$ cat src/rtl/ccrop_pkg.sv
package ccrop_pkg;
  parameter int CCROP_CW = 12;
  parameter int CCROP_PHASES = 6;

  typedef struct packed {
    logic [CCROP_CW-1:0] x0;
    logic [CCROP_CW-1:0] y0;
    logic [CCROP_CW-1:0] w;
    logic [CCROP_CW-1:0] h;
    logic                half_x;
    logic                half_y;
  } ccrop_win_t;
endpackage

$ cat src/rtl/ccrop_coord.sv
module ccrop_coord
  import ccrop_pkg::*;
(
  input  logic                clk,
  input  logic                rst_n,
  input  logic                fire,
  input  logic                sof,
  input  logic                sol,
  output logic [CCROP_CW-1:0] cur_x,
  output logic [CCROP_CW-1:0] cur_y
);
  logic [CCROP_CW-1:0] x_q, y_q;
  logic line_start;

  assign line_start = sof | sol;

  always_comb begin
    cur_x = line_start ? '0 : x_q + 1'b1;
    if (sof)      cur_y = '0;
    else if (sol) cur_y = y_q + 1'b1;
    else          cur_y = y_q;
  end

  always_ff @(posedge clk or negedge rst_n) begin
    if (!rst_n) begin
      x_q <= '0;
      y_q <= '0;
    end else if (fire) begin
      x_q <= cur_x;
      y_q <= cur_y;
    end
  end
endmodule

$ cat src/rtl/ccrop_gate.sv
module ccrop_gate
  import ccrop_pkg::*;
#(
  parameter bit PAIRED = 1'b1
) (
  input  ccrop_win_t          win,
  input  logic [CCROP_CW-1:0] cur_x,
  input  logic [CCROP_CW-1:0] cur_y,
  output logic                keep
);
  logic [CCROP_CW:0]   x_end, y_end;
  logic [CCROP_CW-1:0] dx, dy;
  logic in_x, in_y, sel_x, sel_y;

  assign x_end = {1'b0, win.x0} + {1'b0, win.w};
  assign y_end = {1'b0, win.y0} + {1'b0, win.h};
  assign in_x  = (cur_x >= win.x0) && ({1'b0, cur_x} < x_end);
  assign in_y  = (cur_y >= win.y0) && ({1'b0, cur_y} < y_end);
  assign dx    = cur_x - win.x0;
  assign dy    = cur_y - win.y0;

  generate
    if (PAIRED) begin : g_pair
      assign sel_x = !win.half_x || !dx[1];
    end else begin : g_single
      assign sel_x = !win.half_x || !dx[0];
    end
  endgenerate

  assign sel_y = !win.half_y || !dy[0];
  assign keep  = in_x && in_y && sel_x && sel_y;
endmodule

$ cat src/rtl/ccrop_skip.sv
module ccrop_skip #(
  parameter int PHASES = 6,
  localparam int PW = $clog2(PHASES)
) (
  input  logic              clk,
  input  logic              rst_n,
  input  logic              sof_now,
  input  logic              sof_fire,
  input  logic [PHASES-1:0] mask,
  output logic              drop
);
  logic [PW-1:0] phase_q;
  logic          drop_q;
  logic          bit_now;

  assign bit_now = mask[phase_q];
  assign drop    = sof_now ? bit_now : drop_q;

  always_ff @(posedge clk or negedge rst_n) begin
    if (!rst_n) begin
      phase_q <= '0;
      drop_q  <= 1'b0;
    end else if (sof_fire) begin
      drop_q  <= bit_now;
      phase_q <= (phase_q == PW'(PHASES-1)) ? '0 : phase_q + 1'b1;
    end
  end
endmodule

$ cat src/rtl/ccrop_top.sv
module ccrop_top
  import ccrop_pkg::*;
#(
  parameter int DW     = 16,
  parameter bit PAIRED = 1'b1
) (
  input  logic                    clk,
  input  logic                    rst_n,
  input  logic [CCROP_CW-1:0]     cfg_x0,
  input  logic [CCROP_CW-1:0]     cfg_y0,
  input  logic [CCROP_CW-1:0]     cfg_w,
  input  logic [CCROP_CW-1:0]     cfg_h,
  input  logic                    cfg_half_x,
  input  logic                    cfg_half_y,
  input  logic [CCROP_PHASES-1:0] cfg_skip,
  input  logic                    in_valid,
  output logic                    in_ready,
  input  logic [DW-1:0]           in_data,
  input  logic                    in_sof,
  input  logic                    in_sol,
  output logic                    out_valid,
  input  logic                    out_ready,
  output logic [DW-1:0]           out_data,
  output logic                    out_sof,
  output logic                    out_sol
);
  ccrop_win_t win_in, win_sh, win_eff;
  logic fire, keep, drop, emit;
  logic sof_pend_q, sol_pend_q, sof_mark, sol_mark;
  logic [CCROP_CW-1:0] cur_x, cur_y;

  assign win_in = '{x0: cfg_x0, y0: cfg_y0, w: cfg_w, h: cfg_h,
                    half_x: cfg_half_x, half_y: cfg_half_y};
  assign win_eff  = in_sof ? win_in : win_sh;
  assign in_ready = !out_valid || out_ready;
  assign fire     = in_valid && in_ready;

  ccrop_coord u_coord (
    .clk(clk), .rst_n(rst_n), .fire(fire), .sof(in_sof), .sol(in_sol),
    .cur_x(cur_x), .cur_y(cur_y)
  );

  ccrop_gate #(.PAIRED(PAIRED)) u_gate (
    .win(win_eff), .cur_x(cur_x), .cur_y(cur_y), .keep(keep)
  );

  ccrop_skip #(.PHASES(CCROP_PHASES)) u_skip (
    .clk(clk), .rst_n(rst_n), .sof_now(in_sof), .sof_fire(fire && in_sof),
    .mask(cfg_skip), .drop(drop)
  );

  assign emit     = keep && !drop;
  assign sof_mark = in_sof || sof_pend_q;
  assign sol_mark = in_sof || in_sol || sol_pend_q;

  always_ff @(posedge clk or negedge rst_n) begin
    if (!rst_n) begin
      win_sh     <= '0;
      sof_pend_q <= 1'b0;
      sol_pend_q <= 1'b0;
    end else if (fire) begin
      if (in_sof) win_sh <= win_in;
      sof_pend_q <= sof_mark && !emit;
      sol_pend_q <= sol_mark && !emit;
    end
  end

  always_ff @(posedge clk or negedge rst_n) begin
    if (!rst_n) begin
      out_valid <= 1'b0;
      out_data  <= '0;
      out_sof   <= 1'b0;
      out_sol   <= 1'b0;
    end else if (in_ready) begin
      out_valid <= fire && emit;
      if (fire && emit) begin
        out_data <= in_data;
        out_sof  <= sof_mark;
        out_sol  <= sol_mark;
      end
    end
  end
endmodule

$ cat config.mk
export PLATFORM = sky130hd
export DESIGN_NAME = ccrop_top
export DESIGN_NICKNAME = d
export VERILOG_FILES = /design/src/rtl/ccrop_pkg.sv /design/src/rtl/ccrop_coord.sv /design/src/rtl/ccrop_gate.sv /design/src/rtl/ccrop_skip.sv /design/src/rtl/ccrop_top.sv
export SDC_FILE = /design/constraint.sdc
export NUM_CORES = 1
export LEC_CHECK = 0
export BUFFER_PORTS_ARGS = -buffer_cell sky130_fd_sc_hd__buf_2
export CELL_PAD_IN_SITES_DETAIL_PLACEMENT = 0
export CELL_PAD_IN_SITES_GLOBAL_PLACEMENT = 2
export CORE_ASPECT_RATIO = 1.5
export CORE_MARGIN = 4
export CORE_UTILIZATION = 33
export CTS_CLUSTER_DIAMETER = 200
export DETAILED_ROUTE_END_ITERATION = 12
export MAX_ROUTING_LAYER = met4
export PLACE_DENSITY = 0.74
export SYNTH_ARGS = -nofsm -noshare
export SYNTH_HDL_FRONTEND = slang
export SYNTH_SLANG_ARGS = --single-unit
$ cat constraint.sdc
create_clock -name clk -period 4.1 [get_ports clk]
set_input_delay 0.82 -clock clk [delete_from_list [all_inputs] [get_ports clk]]
set_output_delay 0.82 -clock clk [all_outputs]
set_load 0.1 [all_outputs]
==> After elaboration in Yosys (flattened, before gate mapping) <==
Index checks and enable logic that the tools add are counted.
{ "classes": {"n_addsub": 7, "n_lt_le_gt_ge": 5, "eq_ne": 1, "n_mux": 8, "bitwise_logic": 1, "n_reduce_logical": 25} }
{ "ops": {"columns": ["op", "n"], "rows": [
  ["$mux W50", 1],
  ["$mux W12", 3],
  ["$add A12 B12 Y13", 2],
  ["$lt A12 B13 Y1", 2],
  ["$add A12 B1 Y12 const B", 2],
  ["$ge A12 B12 Y1", 2],
  ["$logic_and A1 B1 Y1", 11],
  ["$logic_not A1 Y1", 7],
  ["$logic_or A1 B1 Y1", 6],
  ["$lt A3 B4 Y1 const B", 1],
  ["$add A3 B1 Y3 const B", 1],
  ["$bmux W1 S3", 1],
  ["$eq A3 B3 Y1 const B", 1],
  ["$mux W3", 1],
  ["$mux W1", 2],
  ["$reduce_and A2 Y1", 1],
  ["$sub A2 B2 Y2", 1],
  ["$or A1 B1 Y1", 1],
  ["$sub A1 B1 Y1", 1]
]} }
{ "totals": {"reg_bits": 99, "input_bits": 78, "output_inout_bits": 20, "elab_cells": 63} }

==> Depth between registers and ports, before layout <==
{ "logic_depth": {"word_depth": 11, "mapped_depth": 22, "mapped_depth_nobuf": 18} }

==> By module <==
A second synthesis with hierarchy kept.
{ "unflattened": {"cells_unflattened": 707, "hier_area_um2": 7538.5} }
{ "by_module_without_submodules": {"columns": ["module", "instances", "cells_per_inst", "area_each_um2", "seq_area_each_um2"], "rows": [
  ["ccrop_top", 1, 215, 3515.9, 1776.7],
  ["ccrop_gate", 1, 261, 2055.7, 0.0],
  ["ccrop_coord", 1, 209, 1742.9, 600.6],
  ["ccrop_skip", 1, 22, 224.0, 100.1]
]} }

==> Worst setup path before layout <==
Ideal clock, no wire load.
{ "synth_timing": {"path_type": "in2reg", "start": "in in_sof", "end": "reg out_data[10]", "setup_ns": 0.125, "arrival_ns": 5.358, "path_slack_ns": -1.383, "cell_stages": 21, "path_buffers": 4, "path_cell_list": "buf_6 -> clkbuf_1 -> clkbuf_1 -> mux2i_1 -> inv_1 -> ha_1 -> a21o_1 -> a21o_1 -> a2111oi_0 -> o21ai_0 -> a21o_1 -> a21oi_1 -> xor2_1 -> ha_1 -> a21oi_1 -> nor2_1 -> a21oi_1 -> nand4_1 -> nor4_2 -> buf_6 -> mux2_2"} }
{ "synth_lines": {"columns": ["element", "line_no", "source"], "rows": [
  ["start, declared", "ccrop_top.sv:19", "input logic in_sof,"],
  ["end signal, assigned", "ccrop_top.sv:77", "out_data <= in_data;"],
  ["end, declared", "ccrop_top.sv:23", "output logic [DW-1:0] out_data,"]
]} }

==> impl_metrics.toml <==
[synthesis]
synth_seq_cells = 99
synth_top_flop_cell = "dfrtp_1"
yosysSeqAreaShare_pct = 35.9
ys_types = 51
ys_top_cells_by_area = "dfrtp_1 36%, ha_1 13%, mux2_2 12%"
syn_inst = 718
synth.avg_cell_area_um2 = 9.62
synth_nets = 871
yosys_warnings = 0
synth_edf_count = 0
syn_area_um2 = 6910
yosys.area.top_type = "dfrtp_1"
synthDominantCellAreaShare_pct = 35.9
async_flop_share_pct = 100

[route]
detail_route.vias_per_cell = 4.97
drt-pass1-iter-count = 4
first_iter_violations = 190
drtAntennaViolNets = 0
drt_wl_total_um = 20000
num_vias = 5934
drc = 0
drt-wirelength-per-cell_um = 16.7

[clocking]
cts_sinks = 99
clock_latency_ns = 0.36
ctsHoldBuffers = 0
cts_made_buffers = 9
path_clk_slew_ns = 0.07
clock_path_buffers = 2
htreeDepth = 3
cts_tree = "yes"
cts_root_buf = "clkbuf_16"

[setup_path]
path_delay_family = "compound AO/OA/AOI/OAI gates"
cp-end-kind = "flip-flop"
slowest_delay_ns = 0.39
path_common_cell = "buf_12"
arrival_ns = 4.73
required_ns = 4.34
startpoint = "in_sof"
worstSetupEndpoint = "out_data[11]"
critical_path_class = "in -> reg"
timing.rr.end = "out_data[11]"
reg2reg_depth = 20
worstReg2RegStart = "win_sh[2]"
crit_buf_inv = 4
crit_chain = "buf_12 -> buf_12 -> mux2_4 -> ha_4 -> fa_2 -> a21oi_4 -> a2bb2oi_4 -> a21oi_2 -> o21ai_1 -> a21boi_1 -> nor2_1 -> xor2_1 -> ha_1 -> a21o_1 -> a21oi_2 -> nor2_2 -> a21oi_1 -> nand4_1 -> nor4_4 -> buf_6 -> buf_12 -> mux2_2"
rrSetupSlack_ns = -0.05
critical-path-slowest-cell = "fa_2"
start_kind = "input port"
crit_cells = 22
cp_max_fo = 5

[timing]
hold_violations = 0
period_share_pct = 109
tns_ns = -7.45
rsz0062_at_grt = "true"
slew_viol_final = 0
clock_skew_ns = 0.00862
fmaxAchievable_ghz = 0.223
slew_headroom_pct = 25.1
setup_viol_count_final = 21
worstMarginPinSlew_ns = 1.12
final.min_clock_period_ns = 4.49
setup_slack_ns = -0.387

[worst_hold_path]
min_path_type = "in -> async"

[status]
status = "finished with violations"
violations = "setup timing"

[floorplanning]
core_um2 = 20500
die-height_um = 185
start_util_pct = 33.7
io_pins = 98
die_width_um = 126
row_count = 64
die-area_um2 = 23400

[power]
clkPwrFrac_pct = 25.8
p_leak_nw = 4.71
p_seq_share_pct = 34.6
powerDensity_nw_per_um2 = 354
cellInternalPower_w = 0.00226
p_total_w = 0.00334
p_sw_share_pct = 32.3
ir_drop_uv = 184
pwr-share-comb_pct = 39.6
p_sw_w = 0.00108

[place]
place_congestion = 0.960
hpwlAfterDp_um = 15500
placedCellCount = 1163
portBuffers = 97

[global_routing]
grt_max_degree = 61
grt_first_pass_wirelength_um = 31800
grt_usage_pct = 17.7
grt_pass1_vias = 6258
antenna_found_initial = 0
grt_overflow = 0

[cells_and_area]
area_growth_syn_to_layout_pct = 36.4
drive_gt1_share_pct = 39.1
diodes = 0
final_common_cell = "buf_4"
layout_common_cells = "115 x buf_4, 99 x nand2_1, 99 x dfrtp_1"
fin_cells = 1195
nets = 1080

[flow_run]
drv_cap = 0
-- layer usage --
metal | vias to the layer above | GRT usage (%) | wire (um) | part of all wire, %
li1 | 2968 | - | - | -
met1 | 2861 | 18.1 | 7460 | 37
met2 | 75 | 34.0 | 11500 | 58
met3 | 30 | 2.34 | 421 | 2.1
met4 | 0 | 6.96 | 592 | 3.0
met5 | - | - | 0 | 0
-- Yosys cell counts (all sizes together), types with 9 or more instances --
cell,number
dfrtp,99
ha,72
clkbuf,18
nand2,100
a21o,14
o21ai,48
buf,9
a21oi,32
mux2,74
nor3,10
xor2,21
nand3,14
mux2i,27
inv,39
xnor2,15
nor2,40
-- registers in the layout, indices dropped and copies added, names as in the netlist --
name / cells
sol_pend_q: 1
win_sh: 50
out_sol: 1
out_data: 16
u_skip.phase_q: 3
out_valid: 1
sof_pend_q: 1
u_skip.drop_q: 1
u_coord.x_q: 12
u_coord.y_q: 12
out_sof: 1
-- kinds of logic (layout without fill, tap and decap cells) --
| logic type | count (synthesis) | in the layout | synth area share [%] |
|---|---|---|---|
| AO/OA/AOI/OAI | 136 | 136 | 12.2 |
| XOR/XNOR | 36 | 36 | 4.57 |
| adder cells (fa/ha/maj) | 75 | 75 | 13.9 |
| buffers and inverters | 66 | 279 | 3.93 |
| flip-flops | 99 | 99 | 35.9 |
| multiplexers | 102 | 102 | 16.4 |
| AND/OR/NAND/NOR | 204 | 204 | 13.2 |
-- how the worst min path moves through the flow --
stage | from | end | cells past startpoint
after global routing | rst_n | out_data[14] | 1
after global placement | win_sh[29] | win_sh[29] | 2
final | rst_n | out_data[14] | 1
after floorplan | win_sh[28] | win_sh[28] | 2
after detailed placement | win_sh[33] | win_sh[33] | 2
after CTS | rst_n | out_data[11] | 1
-- cell type report --
type                       count  area [um2]
clock buffer                  10         239
clock inverter                 5        53.8
fill                        2028       11100
inverter                      39         146
multi-input combinational    553        4540
sequential                    99        2480
tap                          264         330
timing repair buffer         225        1630
-- what timing repair did --
| item | 4_1_cts | 5_1_grt |
|---|---|---|
| cloned | 2 | 1 |
| pin swaps | 2 | 8 |
| setup buffers | 10 | 4 |
| setup endpoints to repair | 21 | 21 |
| gates resized for setup | 54 | 11 |
-- stage by stage --
stage | worst slack [ns] | cell area (um2) | util (%) | hold slack, ns
6_report | -0.387 | 9420 | 45.9 | 0.453
5_1_grt | -0.581 | 9420 | 45.9 | 0.488
2_1_floorplan | -0.597 | 7110 | - | 0.449
3_3_place_gp | -0.889 | 8640 | 42.1 | 0.464
4_1_cts | -0.330 | 9310 | 45.4 | 0.470
3_5_place_dp | -0.940 | 8640 | 42.1 | 0.470
-- power groups by stage --
| stage | clock network [W] | registers (W) | logic (W) |
|---|---|---|---|
| finish | 0.000859 | 0.00116 | 0.00132 |
| global route | 0.000937 | 0.00117 | 0.00147 |
| CTS | 0.000895 | 0.00116 | 0.00132 |
| detailed placement | 0 | 0.00117 | 0.00122 |
| global placement | 0 | 0.00117 | 0.00120 |
| floorplan | 0 | 0.00115 | 0.000771 |
(Power assumes the default switching activity.)
